$ cat config.mk
export PLATFORM = sky130hd
export DESIGN_NAME = wilkinson_capture
export DESIGN_NICKNAME = d
export VERILOG_FILES = /design/src/rtl/wc_pkg.sv /design/src/rtl/wc_ramp_fsm.sv /design/src/rtl/wc_gray_counter.sv /design/src/rtl/wc_channel_latch.sv /design/src/rtl/wc_gray_decode.sv /design/src/rtl/wilkinson_capture.sv
export SDC_FILE = /design/constraint.sdc
export NUM_CORES = 1
export LEC_CHECK = 0
export BUFFER_PORTS_ARGS = -buffer_cell sky130_fd_sc_hd__buf_2
export CELL_PAD_IN_SITES_DETAIL_PLACEMENT = 0
export CELL_PAD_IN_SITES_GLOBAL_PLACEMENT = 2
export CORE_MARGIN = 5
export CORE_UTILIZATION = 44
export CTS_CLUSTER_DIAMETER = 50
export CTS_CLUSTER_SIZE = 30
export DETAILED_ROUTE_END_ITERATION = 8
export PLACE_DENSITY = 0.82
export SYNTH_ARGS = -nofsm -noshare
export SYNTH_HDL_FRONTEND = slang
export SYNTH_HIERARCHICAL = 1
export SYNTH_SLANG_ARGS = --single-unit
$ cat constraint.sdc
create_clock -name clk -period 11.3 [get_ports clk]
set_input_delay 0.565 -clock clk [delete_from_list [all_inputs] [get_ports clk]]
set_output_delay 0.565 -clock clk [all_outputs]
set_load 0.005 [all_outputs]
$ cat src/rtl/wc_pkg.sv
package wc_pkg;
    typedef enum logic [1:0] {
        ST_IDLE = 2'd0,
        ST_RAMP = 2'd1,
        ST_DONE = 2'd2
    } wc_state_e;
endpackage

$ cat src/rtl/wc_ramp_fsm.sv
module wc_ramp_fsm
    import wc_pkg::*;
(
    input  logic      clk,
    input  logic      rst_n,
    input  logic      start,
    input  logic      count_at_max,
    output wc_state_e state,
    output logic      launch,
    output logic      advance,
    output logic      capture_en
);
    wc_state_e state_q, state_d;

    always_ff @(posedge clk or negedge rst_n) begin
        if (!rst_n) state_q <= ST_IDLE;
        else        state_q <= state_d;
    end

    always_comb begin
        state_d = state_q;
        unique case (state_q)
            ST_IDLE: if (start)        state_d = ST_RAMP;  // launch
            ST_RAMP: if (count_at_max) state_d = ST_DONE;  // finish
            ST_DONE: if (start)        state_d = ST_RAMP;  // relaunch
            default:                   state_d = ST_IDLE;
        endcase
    end

    always_comb begin
        launch     = 1'b0;
        advance    = 1'b0;
        capture_en = 1'b0;
        unique case (state_q)
            ST_IDLE: launch = start;
            ST_RAMP: begin
                advance    = !count_at_max;
                capture_en = 1'b1;
            end
            ST_DONE: launch = start;
            default: launch = 1'b0;
        endcase
    end

    assign state = state_q;
endmodule

$ cat src/rtl/wc_gray_counter.sv
module wc_gray_counter #(
    parameter int WIDTH = 12
) (
    input  logic             clk,
    input  logic             rst_n,
    input  logic             clear,
    input  logic             advance,
    output logic [WIDTH-1:0] gray,
    output logic             at_max
);
    localparam logic [WIDTH-1:0] BIN_MAX = {WIDTH{1'b1}};

    logic [WIDTH-1:0] bin_q, bin_d;

    always_comb begin
        bin_d = bin_q;
        if (clear)        bin_d = '0;
        else if (advance) bin_d = bin_q + 1'b1;
    end

    always_ff @(posedge clk or negedge rst_n) begin
        if (!rst_n) begin
            bin_q <= '0;
            gray  <= '0;
        end else begin
            bin_q <= bin_d;
            gray  <= bin_d ^ (bin_d >> 1);
        end
    end

    assign at_max = (bin_q == BIN_MAX);
endmodule

$ cat src/rtl/wc_channel_latch.sv
module wc_channel_latch #(
    parameter int WIDTH = 12
) (
    input  logic             clk,
    input  logic             rst_n,
    input  logic             clear,
    input  logic             capture_en,
    input  logic             cmp,
    input  logic [WIDTH-1:0] gray_in,
    output logic [WIDTH-1:0] code_gray
);
    localparam logic [WIDTH-1:0] GRAY_FULL = {1'b1, {(WIDTH-1){1'b0}}};

    logic armed_q;
    logic cmp_q;
    logic rise;

    assign rise = cmp && !cmp_q;

    always_ff @(posedge clk or negedge rst_n) begin
        if (!rst_n) begin
            armed_q   <= 1'b0;
            cmp_q     <= 1'b0;
            code_gray <= GRAY_FULL;
        end else begin
            cmp_q <= cmp;
            if (clear) begin
                armed_q   <= 1'b1;
                code_gray <= GRAY_FULL;
            end else if (capture_en && armed_q && rise) begin
                armed_q   <= 1'b0;
                code_gray <= gray_in;
            end
        end
    end
endmodule

$ cat src/rtl/wc_gray_decode.sv
module wc_gray_decode #(
    parameter int WIDTH = 12
) (
    input  logic [WIDTH-1:0] gray,
    output logic [WIDTH-1:0] bin
);
    always_comb begin
        bin[WIDTH-1] = gray[WIDTH-1];
        for (int i = WIDTH - 2; i >= 0; i--) begin
            bin[i] = bin[i+1] ^ gray[i];
        end
    end
endmodule

$ cat src/rtl/wilkinson_capture.sv
module wilkinson_capture
    import wc_pkg::*;
#(
    parameter int NCH   = 36,
    parameter int WIDTH = 12,
    parameter int SELW  = (NCH > 1) ? $clog2(NCH) : 1
) (
    input  logic             clk,
    input  logic             rst_n,
    input  logic             start_ramp,
    input  logic [NCH-1:0]   cmp_in,
    input  logic [SELW-1:0]  rd_sel,
    output logic             ramp_active,
    output logic             end_of_ramp,
    output logic [WIDTH-1:0] count_gray,
    output logic [WIDTH-1:0] rd_code
);
    wc_state_e        state;
    logic             launch, advance, capture_en, at_max;
    logic [WIDTH-1:0] chan_gray [NCH];
    logic [WIDTH-1:0] sel_gray;
    logic [WIDTH-1:0] sel_bin;
    logic             sel_valid;

    wc_ramp_fsm u_fsm (
        .clk          (clk),
        .rst_n        (rst_n),
        .start        (start_ramp),
        .count_at_max (at_max),
        .state        (state),
        .launch       (launch),
        .advance      (advance),
        .capture_en   (capture_en)
    );

    wc_gray_counter #(.WIDTH(WIDTH)) u_cnt (
        .clk     (clk),
        .rst_n   (rst_n),
        .clear   (launch),
        .advance (advance),
        .gray    (count_gray),
        .at_max  (at_max)
    );

    for (genvar ch = 0; ch < NCH; ch++) begin : g_chan
        wc_channel_latch #(.WIDTH(WIDTH)) u_latch (
            .clk        (clk),
            .rst_n      (rst_n),
            .clear      (launch),
            .capture_en (capture_en),
            .cmp        (cmp_in[ch]),
            .gray_in    (count_gray),
            .code_gray  (chan_gray[ch])
        );
    end

    always_comb begin
        sel_gray  = '0;
        sel_valid = 1'b0;
        for (int i = 0; i < NCH; i++) begin
            if (rd_sel == SELW'(i)) begin
                sel_gray  = chan_gray[i];
                sel_valid = 1'b1;
            end
        end
    end

    wc_gray_decode #(.WIDTH(WIDTH)) u_dec (
        .gray (sel_gray),
        .bin  (sel_bin)
    );

    assign rd_code     = sel_valid ? sel_bin : '0;
    assign ramp_active = (state == ST_RAMP);
    assign end_of_ramp = (state == ST_DONE);
endmodule

### Word-level counts from Yosys, hierarchy flattened

Cells that the tools add are included.

* add/sub/neg operators: 1
* equality and inequality tests: 40
* mux-type cells: 225
* bitwise logic cells: 12
* reduce and logical (&&, ||, !) cells: 185

Operators by type and width (number)
* $mux W12: 111
* $mux W1: 111
* $logic_and A1 B1 Y1: 108
* $eq A6 B5 Y1 const B: 16
* $reduce_bool A2 Y1: 36
* $eq A6 B4 Y1 const B: 8
* $logic_not A1 Y1: 37
* $eq A6 B3 Y1 const B: 4
* $eq A6 B6 Y1 const B: 4
* $add A12 B1 Y12 const B: 1
* $eq A12 B12 Y1 const B: 1
* $eq A6 B2 Y1 const B: 2
* $xor A12 B11 Y12: 1
* $xor A1 B1 Y1: 11
* $eq A6 B1 Y1 const B: 1
* $logic_not A6 Y1: 1
* $mux W2: 2
* $ne A2 B1 Y1 const B: 2
* $pmux W2 S2: 1
* $eq A2 B1 Y1 const B: 1
* $eq A2 B2 Y1 const B: 1
* $logic_not A2 Y1: 1
* $reduce_and A2 Y1: 1
* $reduce_or A2 Y1: 1

* bits in registers: 530
* bits of input ports: 45
* output and inout bits: 26

### Logic depth before layout (Yosys ltp)

* depth after elaboration: 49
* mapped depth: 16

### By module

Netlist, hierarchy kept.

Modules (own cells, without submodules)
* wc_channel_latch: instances 36, cells each 35, area each 556.8 µm²
* wilkinson_capture: instances 1, cells each 674, area each 4485.6 µm²
* wc_gray_counter: instances 1, cells each 122, area each 1247.4 µm²
* wc_gray_decode: instances 1, cells each 21, area each 269.0 µm²
* wc_ramp_fsm: instances 1, cells each 9, area each 92.6 µm²

### Least setup slack after synthesis

OpenSTA, ideal clock, no wires.

* kind: input -> register
* start: in start_ramp
* end: reg u_cnt.gray[10]
* library setup time: 0.129 ns
* data arrival time: 8.497 ns
* required time: 11.171 ns
* slack: 2.674 ns
* cell stages on the path: 4
* buffers on the path: 1
* path through: nor2b_1 buf_2 nor2_1 mux2_2

* longest elaborated chain between the ends: 3

Ends and longest elaborated chain
* from (decl): RTL line wilkinson_capture.sv:10 `input logic start_ramp,`
* $mux W1: RTL line wc_ramp_fsm.sv:34 `unique case (state_q)`
* $mux W12: RTL line wc_gray_counter.sv:17 `if (clear) bin_d = '0;`
* $xor A12 B11 Y12: RTL line wc_gray_counter.sv:27 `gray <= bin_d ^ (bin_d >> 1);`
* to (signal assigned): RTL line wc_gray_counter.sv:27
* to (decl): RTL line wc_gray_counter.sv:8 `output logic [WIDTH-1:0] gray,`

Every way passes these cells.
A chain may end at the register's enable or synchronous reset.

### Worst setup path after layout

* start: in rd_sel[1]
* end: out rd_code[0]

RTL lines
* from (decl): RTL line wilkinson_capture.sv:12 `input logic [SELW-1:0] rd_sel,`
* $logic_not A6 Y1: RTL line wilkinson_capture.sv:61 `if (rd_sel == SELW'(i)) begin`
* $mux W12 (35 in a row): RTL line wilkinson_capture.sv:61
* $mux W12 (*): RTL line wilkinson_capture.sv:61
* via sel_gray[5]: RTL line wilkinson_capture.sv:21 `logic [WIDTH-1:0] sel_gray;`
* $xor A1 B1 Y1 (*) (6 in a row): RTL line wc_gray_decode.sv:10 `bin[i] = bin[i+1] ^ gray[i];`
* via sel_bin[0]: RTL line wilkinson_capture.sv:22 `logic [WIDTH-1:0] sel_bin;`
* $mux W12 (*): RTL line wilkinson_capture.sv:73 `assign rd_code = sel_valid ? sel_bin : '0;`
* to (decl): RTL line wilkinson_capture.sv:16 `output logic [WIDTH-1:0] rd_code`

Mark *: on every way through the listed nets, which the timed path passes. The rest lies on a longest branch.

==> flow_summary.json <==
{
  "synth_async_sr_flop_share": 1.00,
  "drtIter0Drc": 2085,
  "clockRootBuffer": "clkbuf_16",
  "cts_tree": "built",
  "post-route-period-util": 0.538,
  "p_int_mw": 4.65,
  "fin_crit_ns": 6.07,
  "drc": 0,
  "coreArea_um2": 58900,
  "synth_warnings": 6,
  "gp_congestion": 0.971,
  "die_w_um": 254,
  "diodes": 0,
  "cp_common_cell": "buf_2",
  "r2r_cells": 5,
  "clock_sinks": 529,
  "r2r_end": "g_chan[21].u_latch/code_gray[8]",
  "violations": "max-capacitance violations, max-slew violations",
  "max_freq_ghz": 0.165,
  "track_usage": 0.263,
  "grt_pass1_vias": 19400,
  "cp.required_ns": 10.74,
  "critical_path.top_delay_family": "buffers and inverters",
  "io-pin-count": 71,
  "start_util": 0.444,
  "finalSetupTns_ns": 0,
  "power.density_nw_per_um2": 252,
  "path_max_fanout": 57,
  "sequentialPowerShare": 0.422,
  "synth_edf_count": 0,
  "viasPerCell": 6.50,
  "rsz0062_at_grt": "false",
  "slew_viol_final": 13,
  "r2r-start": "u_fsm/state[1]",
  "min-delay-path-class": "primary input to asynchronous set/reset pin",
  "io_buffers": 70,
  "clk_path_buf_depth": 3,
  "netlist_area_um2": 26100,
  "p_leak_nw": 13.2,
  "status": "finished with violations",
  "ir_drop_mv": 0.190,
  "path_class": "primary input to output port",
  "fin_skew_ns": 0.0236,
  "crit_buf_inv": 4,
  "synth_cells": 2086,
  "final_cells": 2945,
  "max-cap-violations": 2,
  "grt_pass1_wl_um": 129000,
  "worstMarginPinSlew_ns": 1.54,
  "drtAntennaViolNets": 0,
  "p_clk_frac": 0.286,
  "die-area_um2": 64400,
  "clk_pin_slew_ns": 0.07,
  "cts_setup_buffers": 0,
  "die_h_um": 254,
  "drive_gt1_frac": 0.357,
  "critPathSlowestCell": "nor3_1",
  "worstSetupEndpointType": "output port",
  "hold_ws_ns": 0.0143,
  "crit_path_max_incr_delay_ns": 0.79,
  "ys_types": 98,
  "multi_input_area_um2": 11200,
  "ctsResizeCount": 0,
  "synthTopCellsByCount": "dfrtp_1 (493), a22o_2 (360), inv_1 (114)",
  "dp_hpwl_um": 55600,
  "ys_ff_latch": 529,
  "antenna_found_initial": 0,
  "drtPass1Iterations": 7,
  "seq_area_um2": 13300,
  "fillers": 5201,
  "insertion_delay_ns": 0.65,
  "synth_area_leaders": "dfrtp_1 (47%), a22o_2 (14%), dfstp_2 (3.6%), buf_6 (3.4%), nand3b_4 (2.8%)",
  "crit_chain": "buf_2, buf_4, inv_1, nor3_1, nor4_1, o2111ai_1, a21oi_1, a211o_1, xor2_1, xor2_2, xnor3_4, and2_1, buf_2",
  "cp-start-kind": "primary input",
  "combPwrFrac": 0.292,
  "synth.top_cell.area_share": 0.472,
  "wirelength_um": 86000,
  "syn_area_per_cell_um2": 12.5,
  "gr-total-overflow": 0,
  "p_switching_mw": 2.62,
  "nets": 2168,
  "wl_per_cell_um": 29.2,
  "vias": 19100,
  "final_cell_area_um2": 28800,
  "r2r_slack_ns": 7.97,
  "ctsHoldBuffers": 0,
  "place_area_um2": 26700,
  "synth_flop_cell": "dfrtp_1",
  "synth_seq_area_share": 0.508,
  "synth.most_common_cell": "dfrtp_1",
  "area_growth_syn_to_layout_pct": 10.2,
  "p_sw_frac": 0.360,
  "htree_levels": 2,
  "grt_max_degree": 152,
  "relSlewSlack": -0.0418,
  "placementRows": 89,
  "cts_buffers": 58,
  "cp_data_arrival_time_ns": 5.51,
  "dp.cells": 2835,
  "hold_viol_final": 0,
  "setup_viol": 0,
  "yosysTopAreaCell": "dfrtp_1",
  "synth_nets": 2132
}
[placed cells by master (no fill, tap or decap), types with 36 or more instances in the layout]
master,netlist,layout
a21o_1,38,38
a21oi_1,56,56
a22o_1,40,40
a22o_2,360,360
a22oi_1,61,61
a41oi_1,37,37
buf_2,28,68
buf_4,19,46
clkbuf_16,0,59
dfrtp_1,493,481
dfstp_2,36,36
inv_1,114,114
nand2_1,65,65
nand3b_4,36,36
nor2_1,88,88
nor3b_4,36,36
o21ai_0,53,53
[worst max path at each step]
stage	from	endpoint	depth (start not counted)
floorplan	start_ramp	u_cnt/gray[10]	4
global placement	rd_sel[1]	rd_code[0]	13
detailed placement	rd_sel[1]	rd_code[0]	14
CTS	rd_sel[1]	rd_code[0]	14
global route	rd_sel[1]	rd_code[0]	14
finish	rd_sel[1]	rd_code[0]	13
[metal layers]
metal / vias to the layer above / wire [µm] / GRT usage
met5: - / 88 / 0.0105
met4: 2 / 2310 / 0.0739
met3: 146 / 7070 / 0.0602
met2: 836 / 37800 / 0.388
met1: 10000 / 38600 / 0.392
li1: 8151 / - / -
[sequential cells by signal, indices dropped and copies added, names as in the netlist]
| register | cells |
|---|---|
| g_chan.u_latch/armed_q | 36 |
| g_chan.u_latch/cmp_q | 36 |
| g_chan.u_latch/code_gray | 432 |
| u_cnt/bin_q | 12 |
| u_cnt/gray | 11 |
| u_fsm/state | 2 |
[power by group through the flow]
| stage | Clock (mW) | Combinational (mW) | Sequential, mW |
|---|---|---|---|
| 5_1_grt | 2.19 | 2.26 | 3.13 |
| 3_5_place_dp | 0 | 2.10 | 3.07 |
| 6_report | 2.08 | 2.12 | 3.07 |
| 2_1_floorplan | 0 | 1.41 | 2.96 |
| 4_1_cts | 2.11 | 2.11 | 3.05 |
| 3_3_place_gp | 0 | 2.05 | 3.08 |
[cells by family (layout without fill, tap and decap cells)]
| family | after synthesis | after routing | synth area share |
|---|---|---|---|
| AOI/OAI and AO/OA | 824 | 824 | 0.269 |
| DFF | 529 | 529 | 0.508 |
| and+or+nand+nor | 397 | 397 | 0.121 |
| buffers and inverters | 257 | 343 | 0.0634 |
| muxes | 45 | 45 | 0.0231 |
| xor gates and xnor gates | 33 | 33 | 0.0147 |
| adders and majority gates | 1 | 1 | 0.000479 |
[metrics by stage]
step                total power [mW]   util  setup WS [ns]
floorplan                       4.38      -           2.67
global placement                5.13  0.452           5.39
detailed placement              5.18  0.452           5.33
CTS                             7.27  0.489           5.35
global route                    7.58  0.489           4.95
finish                          7.27  0.489           5.23
[final cells by class]
class                           instances  share of cell area
Clock buffer                           63              0.0528
Clock inverter                         47              0.0221
Inverter                              116              0.0152
Multi-Input combinational cell       1300               0.389
Sequential cell                       529               0.461
Tap cell                              773              0.0336
Timing Repair Buffer                  117              0.0257
Note: power is estimated with default switching activity, not from simulation.
